File: src/rtl/uart_tx_pkg.sv
package uart_tx_pkg;

   typedef enum logic [1:0] {
      TX_IDLE = 2'd0,
      TX_WAIT = 2'd1,
      TX_SEND = 2'd2
   } tx_state_e;

   typedef struct packed {
      logic mp_en;
      logic two_stop;
      logic mp_val;
   } tx_cfg_t;

endpackage

File: src/rtl/uart_tx_sync.sv
module uart_tx_sync #(
   parameter int  STAGES    = 2,
   parameter logic RESET_VAL = 1'b1
) (
   input  logic clk,
   input  logic rst_n,
   input  logic d,
   output logic q
);

   generate
      if (STAGES < 0) begin : g_bad
         $error("uart_tx_sync: STAGES must not be negative");
      end

      if (STAGES == 0) begin : g_bypass
         assign q = d;
      end else begin : g_chain
         logic [STAGES-1:0] chain;
         for (genvar s = 0; s < STAGES; s++) begin : g_stage
            if (s == 0) begin : g_first
               always_ff @(posedge clk or negedge rst_n) begin
                  if (!rst_n) chain[0] <= RESET_VAL;
                  else        chain[0] <= d;
               end
            end else begin : g_next
               always_ff @(posedge clk or negedge rst_n) begin
                  if (!rst_n) chain[s] <= RESET_VAL;
                  else        chain[s] <= chain[s-1];
               end
            end
         end
         assign q = chain[STAGES-1];
      end
   endgenerate

endmodule

File: src/rtl/uart_tx_frame.sv
module uart_tx_frame
   import uart_tx_pkg::*;
#(
   parameter int DATA_W = 8,
   parameter int IDX_W  = 4
) (
   input  logic [IDX_W-1:0]  sel,
   input  logic [DATA_W-1:0] data,
   input  tx_cfg_t           cfg,
   output logic              bit_val,
   output logic [IDX_W-1:0]  last_idx
);

   localparam int MP_SLOT = DATA_W + 1;

   generate
      if ((1 << IDX_W) <= DATA_W + 3) begin : g_bad
         $error("uart_tx_frame: IDX_W too narrow for the frame");
      end
   endgenerate

   always_comb begin
      bit_val = 1'b1;
      if (sel == '0) begin
         bit_val = 1'b0;
      end else if (cfg.mp_en && sel == IDX_W'(MP_SLOT)) begin
         bit_val = cfg.mp_val;
      end else begin
         for (int k = 0; k < DATA_W; k++) begin
            if (sel == IDX_W'(k + 1)) bit_val = data[k];
         end
      end
   end

   assign last_idx = IDX_W'(DATA_W + 1) + IDX_W'(cfg.mp_en) + IDX_W'(cfg.two_stop);

endmodule

File: src/rtl/uart_tx_fsm.sv
module uart_tx_fsm
   import uart_tx_pkg::*;
#(
   parameter int DATA_W = 8,
   parameter int IDX_W  = 4
) (
   input  logic              clk,
   input  logic              rst_n,
   input  logic              baud_tick,
   input  logic              in_valid,
   output logic              in_ready,
   input  logic [DATA_W-1:0] data_in,
   input  tx_cfg_t           cfg_in,
   input  logic              cts_check_en,
   input  logic              cts_ok,
   input  logic              nxt_bit,
   input  logic [IDX_W-1:0]  last_idx,
   output logic [IDX_W-1:0]  idx_nxt,
   output logic [DATA_W-1:0] data_q,
   output tx_cfg_t           cfg_q,
   output logic              line,
   output logic              busy,
   output tx_state_e         state
);

   logic [IDX_W-1:0] idx;
   logic             go;

   assign idx_nxt  = idx + IDX_W'(1);
   assign go       = baud_tick && (!cts_check_en || cts_ok);
   assign in_ready = (state == TX_IDLE);
   assign busy     = (state != TX_IDLE);

   always_ff @(posedge clk or negedge rst_n) begin
      if (!rst_n) begin
         state  <= TX_IDLE;
         idx    <= '0;
         data_q <= '0;
         cfg_q  <= '0;
         line   <= 1'b1;
      end else begin
         case (state)
            TX_IDLE: begin
               if (in_valid) begin
                  data_q <= data_in;
                  cfg_q  <= cfg_in;
                  state  <= TX_WAIT;
               end
            end
            TX_WAIT: begin
               if (go) begin
                  state <= TX_SEND;
                  idx   <= '0;
                  line  <= 1'b0;
               end
            end
            TX_SEND: begin
               if (baud_tick) begin
                  if (idx == last_idx) begin
                     state <= TX_IDLE;
                     line  <= 1'b1;
                  end else begin
                     idx  <= idx_nxt;
                     line <= nxt_bit;
                  end
               end
            end
            default: begin
               state <= TX_IDLE;
               line  <= 1'b1;
            end
         endcase
      end
   end

endmodule

File: src/rtl/uart_tx_cts.sv
module uart_tx_cts
   import uart_tx_pkg::*;
#(
   parameter int DATA_W      = 8,
   parameter int SYNC_STAGES = 2
) (
   input  logic              clk,
   input  logic              rst_n,
   input  logic              baud_tick,
   input  logic [DATA_W-1:0] tx_data,
   input  logic              tx_valid,
   output logic              tx_ready,
   input  logic              mp_bit_in,
   input  logic              cts_check_en,
   input  logic              mp_mode_en,
   input  logic              two_stop_sel,
   input  logic              cts_n,
   output logic              tx_line,
   output logic              tx_busy
);

   localparam int MAX_BITS = DATA_W + 4;
   localparam int IDX_W    = $clog2(MAX_BITS + 1);

   generate
      if (DATA_W < 1) begin : g_bad_width
         $error("uart_tx_cts: DATA_W must be at least 1");
      end
      if (SYNC_STAGES < 0) begin : g_bad_sync
         $error("uart_tx_cts: SYNC_STAGES must not be negative");
      end
   endgenerate

   logic              cts_n_s;
   logic              nxt_bit;
   logic [IDX_W-1:0]  last_idx;
   logic [IDX_W-1:0]  idx_nxt;
   logic [DATA_W-1:0] data_q;
   tx_cfg_t           cfg_in;
   tx_cfg_t           cfg_q;
   tx_state_e         state;
   logic              st_wait;

   assign cfg_in  = '{mp_en: mp_mode_en, two_stop: two_stop_sel, mp_val: mp_bit_in};
   assign st_wait = (state == TX_WAIT);

   uart_tx_sync #(.STAGES(SYNC_STAGES), .RESET_VAL(1'b1)) u_sync (
      .clk   (clk),
      .rst_n (rst_n),
      .d     (cts_n),
      .q     (cts_n_s)
   );

   uart_tx_frame #(.DATA_W(DATA_W), .IDX_W(IDX_W)) u_frame (
      .sel      (idx_nxt),
      .data     (data_q),
      .cfg      (cfg_q),
      .bit_val  (nxt_bit),
      .last_idx (last_idx)
   );

   uart_tx_fsm #(.DATA_W(DATA_W), .IDX_W(IDX_W)) u_fsm (
      .clk          (clk),
      .rst_n        (rst_n),
      .baud_tick    (baud_tick),
      .in_valid     (tx_valid),
      .in_ready     (tx_ready),
      .data_in      (tx_data),
      .cfg_in       (cfg_in),
      .cts_check_en (cts_check_en),
      .cts_ok       (!cts_n_s),
      .nxt_bit      (nxt_bit),
      .last_idx     (last_idx),
      .idx_nxt      (idx_nxt),
      .data_q       (data_q),
      .cfg_q        (cfg_q),
      .line         (tx_line),
      .busy         (tx_busy),
      .state        (state)
   );

endmodule

File: config.mk
export PLATFORM = sky130hd
export DESIGN_NAME = uart_tx_cts
export DESIGN_NICKNAME = d
export VERILOG_FILES = /design/src/rtl/uart_tx_pkg.sv /design/src/rtl/uart_tx_sync.sv /design/src/rtl/uart_tx_frame.sv /design/src/rtl/uart_tx_fsm.sv /design/src/rtl/uart_tx_cts.sv
export SDC_FILE = /design/constraint.sdc
export NUM_CORES = 1
export LEC_CHECK = 0
export BUFFER_PORTS_ARGS = -buffer_cell sky130_fd_sc_hd__buf_2
export CORE_ASPECT_RATIO = 1.4
export CORE_MARGIN = 2
export CORE_UTILIZATION = 45
export CTS_BUF_LIST = sky130_fd_sc_hd__clkbuf_4
export DETAILED_ROUTE_END_ITERATION = 10
export GPL_ROUTABILITY_DRIVEN = 0
export GPL_TIMING_DRIVEN = 1
export PLACE_DENSITY = 0.69
export SYNTH_ARGS = -nofsm -noshare
export SYNTH_HDL_FRONTEND = slang
export SYNTH_SLANG_ARGS = --single-unit
File: constraint.sdc
create_clock -name clk -period 1.7 [get_ports clk]
set_clock_uncertainty 0.05 [all_clocks]
set_input_delay 0.17 -clock clk [delete_from_list [all_inputs] [get_ports clk]]
set_output_delay 0.17 -clock clk [all_outputs]
set_load 0.02 [all_outputs]
## Word level (Yosys, flattened, before mapping)

Cells that the tools add are included.

| storage, ports and cells | value |
|---|---|
| input port bits | 17 |
| output and inout bits | 3 |
| register bits | 20 |
| word-level logic and storage cells | 66 |

| cells by class | value |
|---|---|
| bitwise operators | 1 |
| reduce and logical (&&, ||, !) cells | 13 |
| add/sub/neg operators | 3 |
| equality and inequality tests | 17 |
| mux-type cells | 23 |

Operators by type and width:

| operator | number |
|---|---|
| $eq 4x3->1 const B | 4 |
| $mux 1 | 13 |
| $mux 4 | 3 |
| $eq 4x2->1 const B | 2 |
| $eq 4x4->1 const B | 2 |
| $mux 2 | 4 |
| $pmux 4 s2 | 1 |
| $reduce_and 4->1 | 2 |
| $ne 2x2->1 const B | 3 |
| $pmux 2 s3 | 1 |
| $add 4x1->4 | 1 |
| $add 4x1->4 const A | 1 |
| $add 4x1->4 const B | 1 |
| $eq 4x1->1 const B | 1 |
| $eq 4x4->1 | 1 |
| $logic_not 4->1 | 1 |
| $ne 2x1->1 const B | 2 |
| $reduce_bool 2->1 | 2 |
| $pmux 1 s3 | 1 |
| $reduce_and 3->1 | 1 |
| $eq 2x1->1 const B | 1 |
| $eq 2x2->1 const B | 1 |
| $logic_and 1x1->1 | 2 |
| $logic_not 1->1 | 2 |
| 4 further kinds | 4 |

## Depth between registers and ports, before layout

| depth | value |
|---|---|
| word-level depth | 15 |
| mapped depth | 7 |
| mapped depth without buffers | 7 |

## Modules after synthesis

Synthesis repeated with hierarchy kept, for this count alone.

| second synthesis, totals | value |
|---|---|
| cells, all modules | 100 |
| area, all modules | 1119.8 um2 |

By module, submodules not included:

| module | seq. area each (um2) | instances | cells each | area each (um2) |
|---|---|---|---|---|
| uart_tx_fsm | 451.7 | 1 | 74 | 913.4 |
| uart_tx_frame | 0.0 | 1 | 23 | 150.1 |
| uart_tx_sync | 52.6 | 1 | 2 | 52.6 |
| uart_tx_cts | 0.0 | 1 | 1 | 3.8 |

## Least setup slack after synthesis

OpenSTA, ideal clock, no wires.

| timing | value |
|---|---|
| path type | register -> register |
| start point | reg u_fsm.state[1] |
| end point | reg u_fsm.cfg_q[0] (netlist name) |
| clock period less this slack | 1.743 ns |
| data required time | 1.525 ns |
| setup slack | -0.043 ns |
| path buffers | 2 |
| stages on the path, launching flop included | 6 |
| data arrival time | 1.568 ns |
| setup time | 0.125 ns |
| cell sequence | dfrtp_1 -> nor2_1 -> and2_1 -> buf_2 -> buf_2 -> mux2_2 |

| between the ends | value |
|---|---|
| word-level cells in the longest chain between the ends | 2 |

RTL lines:

| what | line | text |
|---|---|---|
| from (decl) | uart_tx_fsm.sv:23 | `output tx_state_e state` |
| from (signal assigned) | uart_tx_fsm.sv:36 | `state <= TX_IDLE;` |
| from (signal assigned) | uart_tx_fsm.sv:47 | `state <= TX_WAIT;` |
| from (signal assigned) | uart_tx_fsm.sv:52 | `state <= TX_SEND;` |
| $logic_not 2->1 | -- |  |
| named net tx_ready | uart_tx_cts.sv:12 | `output logic tx_ready,` |
| $reduce_and 2->1 (no line) | -- |  |

The timed path passes the listed nets, and every way through them passes these cells.
A chain may end at the register's enable or synchronous reset.

## Final worst setup path

| timing | value |
|---|---|
| start point | reg u_fsm.cfg_q[2] (netlist name) |
| end point | reg u_fsm.idx[1] |

| between the ends | value |
|---|---|
| word-level cells in the longest chain between the ends | 5 |

RTL lines:

| what | line | text |
|---|---|---|
| $add 4x1->4 (2 in series) | uart_tx_frame.sv:35 | `assign last_idx = IDX_W'(DATA_W + 1) + IDX_W'(cfg.mp_en) + IDX_W'(cfg.two_stop);` |
| $eq 4x4->1 | uart_tx_fsm.sv:59 | `if (idx == last_idx) begin` |
| $ne 2x2->1 (no line) | -- |  |
| $reduce_and 4->1 (no line) | -- |  |
| to (signal assigned) | uart_tx_fsm.sv:63 | `idx <= idx_nxt;` |
| to (decl) | uart_tx_fsm.sv:26 | `logic [IDX_W-1:0] idx;` |

No other way between the ends.

==> metrics.cfg <==
[power]
power.total_mw = 2.394
power.density_nw_per_um2 = 1635
vdd_ir_drop_max_uv = 1120
leakagePower_nw = 0.6158

[floorplanning]
dieArea_um2 = 2909
die_x_um = 46.16
io_pins = 20
start_util = 0.4683
rows = 21
core-area_um2 = 2391
die_h_um = 63.03

[cts]
clk_pin_slew_worst_paths_ns = 0.11
clk_latency_ns = 0.30
numCtsBuffers = 3
cts_tree = done
cts_buffer_depth = 2
root_buffer = clkbuf_4
clkSinkCount = 20
htree_levels = 1

[critical_path]
cp_max_fo = 6
critPathMaxStageDelay_ns = 0.40
cpMaxStageDelayCell = dfrtp_1
crit_type = flip-flop to flip-flop
worst-endpoint-required_ns = 1.86
endpoint_kind = flip-flop
arrival_ns = 1.89
start_kind = flip-flop
cp_cell_sequence = inv_2 > ha_4 > xnor2_4 > nor4b_4 > buf_4 > nor3b_4 > o21bai_1 > a31oi_1

[outcome]
status = finished, violations left
violations = negative setup slack

[synthesis]
ys_warn_count = 0
synth_seq_cells = 20
synth_seq_area_share = 0.4503
synth_edf_count = 0
synth_top_area_share = 0.3799
synth-async-reset-ratio = 1.000
ys_types = 35
syn_area_per_cell_um2 = 10.47
synth_largest_area_cell = dfrtp_1
synth_flop_cell = dfrtp_1
syn_area_um2 = 1120
synth_fp_nets = 129
synth_area_leaders = dfrtp_1 (38%), mux2_2 (8.0%), dfstp_2 (7.0%)
postSynthCellCount = 107

[timing]
hold_viol = 0
worst_slack_ns = -0.02838
period_minus_slack_ns = 1.728
tightest_slew_ns = 0.4272
rsz0062_at_grt = yes
clock.fmax_ghz = 0.5786
slew_viol_final = 0
relSlewSlack = 0.7152
fin_tns_setup_ns = -0.02838
fin_crit_sh = 1.017
setup_violations = 1

[placement]
hpwl_um = 1635
dpl_worst_slack_ns = -0.06382
dp_cells = 163
io_buffer_count = 19

[worst_hold_path]
hold_class = primary input to flip-flop

[drt]
vias = 934
firstDrtPassIters = 4
route.detailed.drc = 0
viasPerCell = 5.399
routed_wl_um = 2317
drtAntennaViolNets = 0
drt_iter0_drc = 20
wire_per_inst_um = 13.39

[global_route]
grt_start_max_net_pins = 21
globalRouteTotalUtil = 0.1832
first_global_vias = 909
grt.overflow.total = 0
antenna_found_initial = 0
grt_pass1_wl_um = 3960

[layout]
multi_input_area_um2 = 646.9
antennaDiodeCount = 0
n_fill_cell = 212
drive_gt1_frac = 0.4532
stdcell_count = 173
regArea_um2 = 505.5
final_nets = 162
area_growth_pct = 30.73

[job]
cap_violations = 0

## worst paths after layout
path,endpoint,slack [ns],depth (start not counted),start
max,u_fsm.idx[1],-0.03,8,u_fsm.cfg_q[2]
min,u_fsm.data_q[1],0.01,3,tx_data[1]
max reg2reg,u_fsm.idx[1],-0.03,8,u_fsm.cfg_q[2]
min reg2reg,u_sync.q,0.31,0,u_sync.g_chain.chain[0]
max in group asynchronous,u_fsm.line,0.99,2,rst_n
min in group asynchronous,u_fsm.state[0],0.28,2,rst_n
## cells in the final DEF, fill, tap and decap left out, drive strengths merged
| cell | n |
|---|---|
| buf | 32 |
| dfrtp | 17 |
| mux2 | 8 |
| nand2 | 8 |
| inv | 8 |
| o21ai | 7 |
| ha | 5 |
| nand4b | 4 |
| nor2 | 4 |
| a21oi | 4 |
| nor3b | 4 |
| nand3 | 3 |
| clkbuf | 3 |
| dfstp | 3 |
| xnor2 | 3 |
| nor2b | 2 |
| o211ai | 2 |
| nor3 | 2 |
| o311ai | 2 |
| dlygate4sd3 | 2 |
| a211oi | 2 |
| and2 | 1 |
| nor4b | 1 |
| o21bai | 1 |
| a31oi | 1 |
| nand3b | 1 |
| nand4 | 1 |
| o221ai | 1 |
| o41ai | 1 |
| xor2 | 1 |
| mux2i | 1 |
| o31ai | 1 |
| o21a | 1 |
| a311oi | 1 |
| clkinv | 1 |
## sequential cells by signal (all words and copies together) (netlist names)
register / count
u_fsm.data_q: 8
u_fsm.idx: 4
u_fsm.cfg_q: 3
u_fsm.state: 2
u_fsm.line: 1
u_sync.g_chain.chain: 1
u_sync.q: 1
## logic make-up (layout without fill, tap and decap cells)
group	count (synthesis)	after routing	synth area share
buf+inv	14	46	0.05028
xor+xnor	4	4	0.03800
simple gates	31	31	0.1709
flops	20	20	0.4503
fa+ha+maj	5	5	0.05587
compound gates	24	24	0.1453
mux	9	9	0.08939
## layer usage
layer  track usage  wire length, µm  up-vias
met3       0.02601               75        9
met4       0.09643               87        0
met5             0                0        -
li1              -                -      448
met2        0.2795             1158       27
met1        0.2416              995      450
## metrics by stage
stage / area (µm²) / hold slack [ns] / utilization
2_1_floorplan: 1125 / -0.1756 / -
3_3_place_gp: 1304 / 0.09281 / 0.5453
3_5_place_dp: 1304 / 0.08893 / 0.5453
4_1_cts: 1424 / 0.004425 / 0.5955
5_1_grt: 1464 / 0.03022 / 0.6122
6_report: 1464 / 0.009666 / 0.6122
## synthesized netlist by cell type, drive strengths merged, types with 3 or more instances
cell type  number
inv             8
nor3b           4
nand4b          4
xnor2           3
o21ai           7
a21oi           4
nand2           8
dfstp           3
clkbuf          4
mux2            8
ha              5
nor2            4
nand3           3
dfrtp          17
## critical path: cells and delay by family, from the launching register on
family | cells | cell delay, ns
DFF | 1 | 0.40
AOI/OAI and AO/OA | 2 | 0.29
buffers and inverters | 2 | 0.25
and+or+nand+nor | 2 | 0.25
adders and majority gates | 1 | 0.21
xor gates and xnor gates | 1 | 0.17
## cell type report
cell class                 count  share of cell area
timing repair buffer          34              0.1453
inverter                       8             0.02051
clock buffer                   3             0.01538
sequential                    20              0.3453
clock inverter                 1            0.002564
tap                           34             0.02906
multi-input combinational     73              0.4419
## power by group
part	total, mW	switching, mW	leakage (nW)	internal (mW)
Clock	0.231	0.145	0.0154	0.0857
Sequential	0.800	0.124	0.241	0.677
Combinational	1.36	0.677	0.360	0.685
## what timing repair did
item	4_1_cts	5_1_grt
hold buffers	2	0
endpoints found under the hold margin	18	0
setup buffers	3	2
pin swaps	5	5
endpoints found under the setup margin	5	5
resized for setup	10	8
Note: power is estimated with default switching activity, not from simulation.
